**src/rtl/io_bar_decode.sv**
```systemverilog
module io_bar_decode #(
  parameter int unsigned WIN_BITS = 8,
  parameter logic [7:0]  CFG_OFF  = 8'h18
) (
  input  logic        clk,
  input  logic        rst_n,
  input  logic        cfg_wr,
  input  logic [7:0]  cfg_addr,
  input  logic [7:0]  cfg_wdata,
  output logic [7:0]  cfg_rdata,
  input  logic        io_en,
  input  logic [31:0] io_addr,
  output logic        io_hit
);
  localparam logic [31:0] WMASK    = ~((32'd1 << WIN_BITS) - 32'd1);
  localparam logic [31:0] IO_FLAG  = 32'h0000_0001;

  logic [31:0] base_q;
  logic        sel;
  logic [31:0] word_rd;

  assign sel     = (cfg_addr[7:2] == CFG_OFF[7:2]);
  assign word_rd = base_q | IO_FLAG;

  always_ff @(posedge clk) begin
    if (!rst_n) begin
      base_q <= '0;
    end else if (cfg_wr && sel) begin
      for (int ln = 0; ln < 4; ln++) begin
        if (cfg_addr[1:0] == ln[1:0])
          base_q[8*ln +: 8] <= cfg_wdata & WMASK[8*ln +: 8];
      end
    end
  end

  always_comb begin
    cfg_rdata = 8'h00;
    if (sel) begin
      case (cfg_addr[1:0])
        2'd0:    cfg_rdata = word_rd[7:0];
        2'd1:    cfg_rdata = word_rd[15:8];
        2'd2:    cfg_rdata = word_rd[23:16];
        default: cfg_rdata = word_rd[31:24];
      endcase
    end
  end

  assign io_hit = io_en && (base_q != '0) && ((io_addr & WMASK) == base_q);
endmodule

```
**config.mk**
```make
export PLATFORM = sky130hd
export DESIGN_NAME = io_bar_decode
export DESIGN_NICKNAME = d
export VERILOG_FILES = /design/src/rtl/io_bar_decode.sv
export SDC_FILE = /design/constraint.sdc
export NUM_CORES = 1
export LEC_CHECK = 0
export BUFFER_PORTS_ARGS = -buffer_cell sky130_fd_sc_hd__buf_2
export CORE_ASPECT_RATIO = 1.1
export CORE_UTILIZATION = 49
export CTS_BUF_LIST = sky130_fd_sc_hd__clkbuf_8
export CTS_CLUSTER_DIAMETER = 50
export CTS_CLUSTER_SIZE = 24
export DETAILED_ROUTE_END_ITERATION = 12
export PLACE_DENSITY = 0.81
export SETUP_SLACK_MARGIN = 0.3
export SLEW_MARGIN = 20
export SYNTH_ARGS = -nofsm -noshare
export SYNTH_HDL_FRONTEND = slang
export SYNTH_SLANG_ARGS = --single-unit
```
**constraint.sdc**
```tcl
create_clock -name clk -period 1.7 [get_ports clk]
set_clock_uncertainty 0.1 [all_clocks]
set_input_delay 0.085 -clock clk [delete_from_list [all_inputs] [get_ports clk]]
set_output_delay 0.085 -clock clk [all_outputs]
set_load 0.02 [all_outputs]
```
==> impl_summary.log <==
INFO  metric dominant_cell_by_count_in_the_synthesized_netlist = sky130_fd_sc_hd__nand2_1
INFO  metric num-fill-cells = 192
INFO  metric crit-reg2reg-capture = base_q[10]
INFO  metric finalHoldViolCount = 0
INFO  metric max-vdd-ir-drop = around 0.37 mV
INFO  metric syn-cell-area = 0.001464 mm^2
INFO  metric tritoncts_clock_tree = yes
INFO  metric whs_endpoint = base_q[17]
INFO  metric area.sequential = 516.7 um^2
INFO  metric run_status = complete, but fails checks
INFO  metric synthesis.area_per_instance = 8.981 um^2
INFO  metric grt_antenna_before_repair = 0
INFO  metric setup.reg_to_reg.worst_slack = around 0.8 ns
INFO  metric grt_max_degree = 33
INFO  metric yosysSeqAreaShare = 32.82%
INFO  metric post_synthesis_net_count = 215
INFO  metric post_drt_via_cell_ratio = 5.689
INFO  metric r2r_cells = 3
INFO  metric p_leak = around 0.0011 uW
INFO  metric wirelength_met1 = between 1500 and 2000 um
INFO  metric areaGrowthSynthToFinish = 48.80%
INFO  metric ios = 61
INFO  metric detailedRoute.firstPassIterationCount = 4
INFO  metric drt.antenna.violating_nets = 0
INFO  metric largest-register = base_q
INFO  metric setup_ws = -0.1795 ns
INFO  metric globalRoute.totalOverflow = 0
INFO  metric footprint_of_the_multi_input_gates = between 0.001 and 0.0015 mm^2
INFO  metric clkSlewWorstSetupHoldPaths = 0.09 ns
INFO  metric ctsRootBufferMaster = sky130_fd_sc_hd__clkbuf_8
INFO  metric vias_in_the_first_global_route = 1,497
INFO  metric core = between 0.002 and 0.003 mm^2
INFO  metric netlist.top_cell.by_area = sky130_fd_sc_hd__dfxtp_1
INFO  metric synth-seq-cells = 24
INFO  metric drive_gt1_share = roughly half
INFO  metric largest_reg_flops = 24
INFO  metric detailroute.wirelength.met3 = 312 um
INFO  metric met2RoutedLength = 2349 um
INFO  metric post-synth-top-area-fraction = 32.82%
INFO  metric drtIter0Drc = 37
INFO  metric power.density_cell_area = 512.1 mW/mm^2
INFO  metric max-clock-path-buffers = 2
INFO  metric synth_cell_types = 21
INFO  metric rsz0062_at_grt = true
INFO  metric maxClockFrequency = 532.1 MHz
INFO  metric top_layer = met4
INFO  metric timing.critical_path.from = base_q[14]
INFO  metric instances_no_fill = around 270
INFO  metric route.detailed.wl_per_inst = 16.98 um
INFO  metric die_height = 59.33 um
INFO  metric route.vias.total = 1,519
INFO  metric min_period_over_period = 110.6%
INFO  metric die_area = 0.003210 mm^2
INFO  metric insertedDiodeCount = 0
INFO  metric placedInstanceArea = 0.001848 mm^2
INFO  metric timing.hold.worst_path_depth = 3
INFO  metric crit_path_start_kind = flip-flop
INFO  metric crit_path_end_kind = output pin
INFO  metric dieWidth = between 50 and 60 um
INFO  metric synth-edff-count = 0
INFO  metric required_time_of_the_critical_path = 1.51 ns
INFO  metric crit-reg2reg-launch = base_q[10]
INFO  metric initial_core_util = 52.23%
INFO  metric ys.flop_type = sky130_fd_sc_hd__dfxtp_1
INFO  metric worst_hold_startpoint = rst_n
INFO  metric placed_cells_incl_taps = 254
INFO  metric worst_slew_pin_slew = 0.5268 ns
INFO  metric holdWs = between 0.2 and 0.25 ns
INFO  metric num_rows = 20
INFO  metric place.detailed.hpwl = 2783 um
INFO  metric drt_wl_total = approximately 4500 um
INFO  metric slew_violations = 0
INFO  metric globalRouteTotalUtil = 29.02%
INFO  metric synth_common_cells = sky130_fd_sc_hd__nand2_1 (27), sky130_fd_sc_hd__mux2i_1 (25), sky130_fd_sc_hd__dfxtp_1 (24)
INFO  metric post_synth_main_area_contributors = sky130_fd_sc_hd__dfxtp_1 (33%), sky130_fd_sc_hd__mux2i_1 (17%), sky130_fd_sc_hd__xor2_1 (14%)
INFO  metric grt_first_pass_wirelength = roughly 6600 um
INFO  metric worstHoldPathType = in2reg
INFO  metric clock_tree.htree_level_count = 1
INFO  metric worst-endpoint-arrival = between 1.5 and 2 ns
INFO  metric drt_drc_violations_left = 0
INFO  metric synthArstFlopShare = 0%
INFO  metric postSynthCellCount = roughly 160
INFO  metric insertion_delay = 0.27 ns
INFO  metric critPathKind = reg2out
INFO  metric reg.largest.list = base_q x24
INFO  metric synth.yosys.warnings = 0
INFO  metric buffer_ports.inserted = 52
INFO  metric crit_path_max_fanout = 2
INFO  metric design.final.nets = 287
INFO  metric setup_viol = 1
INFO  metric clock_sinks = 24
INFO  metric timing.max_slew.rel_slack = between 60% and 70%
INFO  metric failing_checks = negative setup slack
INFO  metric number_of_buffers_added_by_the_clock_tree_synthesis_step = 3
INFO  metric cap_viol_max_count = 0
INFO  metric finalInstanceArea = 0.002178 mm^2
INFO  metric globalplace.congestion = approximately 0.9
INFO  metric period_minus_slack = between 1.5 and 2 ns
==> worst max-delay path, stage by stage, from the launching register on <==
cell	delay, ns
sky130_fd_sc_hd__dfxtp_1	0.34
sky130_fd_sc_hd__xor2_1	0.18
sky130_fd_sc_hd__nor4_2	0.37
sky130_fd_sc_hd__nand3_4	0.11
sky130_fd_sc_hd__nor4_4	0.23
sky130_fd_sc_hd__buf_4	0.18
==> through the flow <==
step	worst slack, ns	total power [uW]	utilization [%]	TNS [ns]
final	-0.1795	1116	77.72	-0.1795
after detailed placement	0.09535	706.2	65.94	0
after floorplan	0.2859	636.0	-	0
after global routing	-0.2806	1150	77.72	-0.2806
after CTS	-0.1441	1111	75.49	-0.1441
after global placement	0.1257	703.9	65.94	0
==> power breakdown <==
group	total [uW]	switching (uW)	internal, uW
Clock	401	193	207
Sequential	553	0.835	553
Combinational	162	81.9	79.7
==> placed cells by master (no fill, tap or decap), types with 4 or more instances in the layout <==
cell	count
sky130_fd_sc_hd__dfxtp_2	11
sky130_fd_sc_hd__nor2_1	8
sky130_fd_sc_hd__dfxtp_1	7
sky130_fd_sc_hd__buf_2	42
sky130_fd_sc_hd__buf_4	19
sky130_fd_sc_hd__mux2_4	7
sky130_fd_sc_hd__nor2b_1	10
sky130_fd_sc_hd__xor2_1	23
sky130_fd_sc_hd__mux2i_1	24
sky130_fd_sc_hd__nor4_2	4
sky130_fd_sc_hd__nor4_1	7
sky130_fd_sc_hd__dlygate4sd3_1	8
sky130_fd_sc_hd__clkbuf_8	4
sky130_fd_sc_hd__nand2_1	26
sky130_fd_sc_hd__a22oi_2	7
sky130_fd_sc_hd__dfxtp_4	6
sky130_fd_sc_hd__buf_6	4
==> timing repair <==
action	CTS	global route
hold buffers	8	0
endpoints found under the hold margin	15	0
pin swaps	8	2
resized for setup	44	17
setup endpoints to repair	9	18
setup buffers	0	1
==> final cells by class <==
cell class                 instances  share of cell area, %
multi-input combinational        130                  49.22
sequential                        24                  23.72
timing repair buffer              74                  22.29
clock buffer                       4                  2.527
tap                               33                  1.895
inverter                           2                 0.3446
==> layer usage <==
metal  GRT usage (%)  up-vias
li1                -      713
met5               0        -
met1           33.86      711
met4           11.36        0
met2           51.32       83
met3           5.128       12
==> worst max path at each step <==
stage / end / slack [ns] / cells past startpoint
floorplan: io_hit / 0.29 / 4
finish: io_hit / -0.18 / 5
global placement: io_hit / 0.13 / 5
CTS: io_hit / -0.14 / 6
detailed placement: io_hit / 0.1 / 5
global route: io_hit / -0.28 / 5
==> cell families (layout without fill, tap and decap cells) <==
| kind of cell | count (synthesis) | in the layout | synth area share (%) |
|---|---|---|---|
| AOI/OAI and AO/OA | 8 | 8 | 4.188 |
| DFF | 24 | 24 | 32.82 |
| xor gates and xnor gates | 24 | 24 | 14.36 |
| buffers and inverters | 9 | 80 | 2.564 |
| and+or+nand+nor | 66 | 66 | 23.59 |
| muxes | 32 | 32 | 22.48 |
Note: power is estimated with default switching activity, not from simulation.
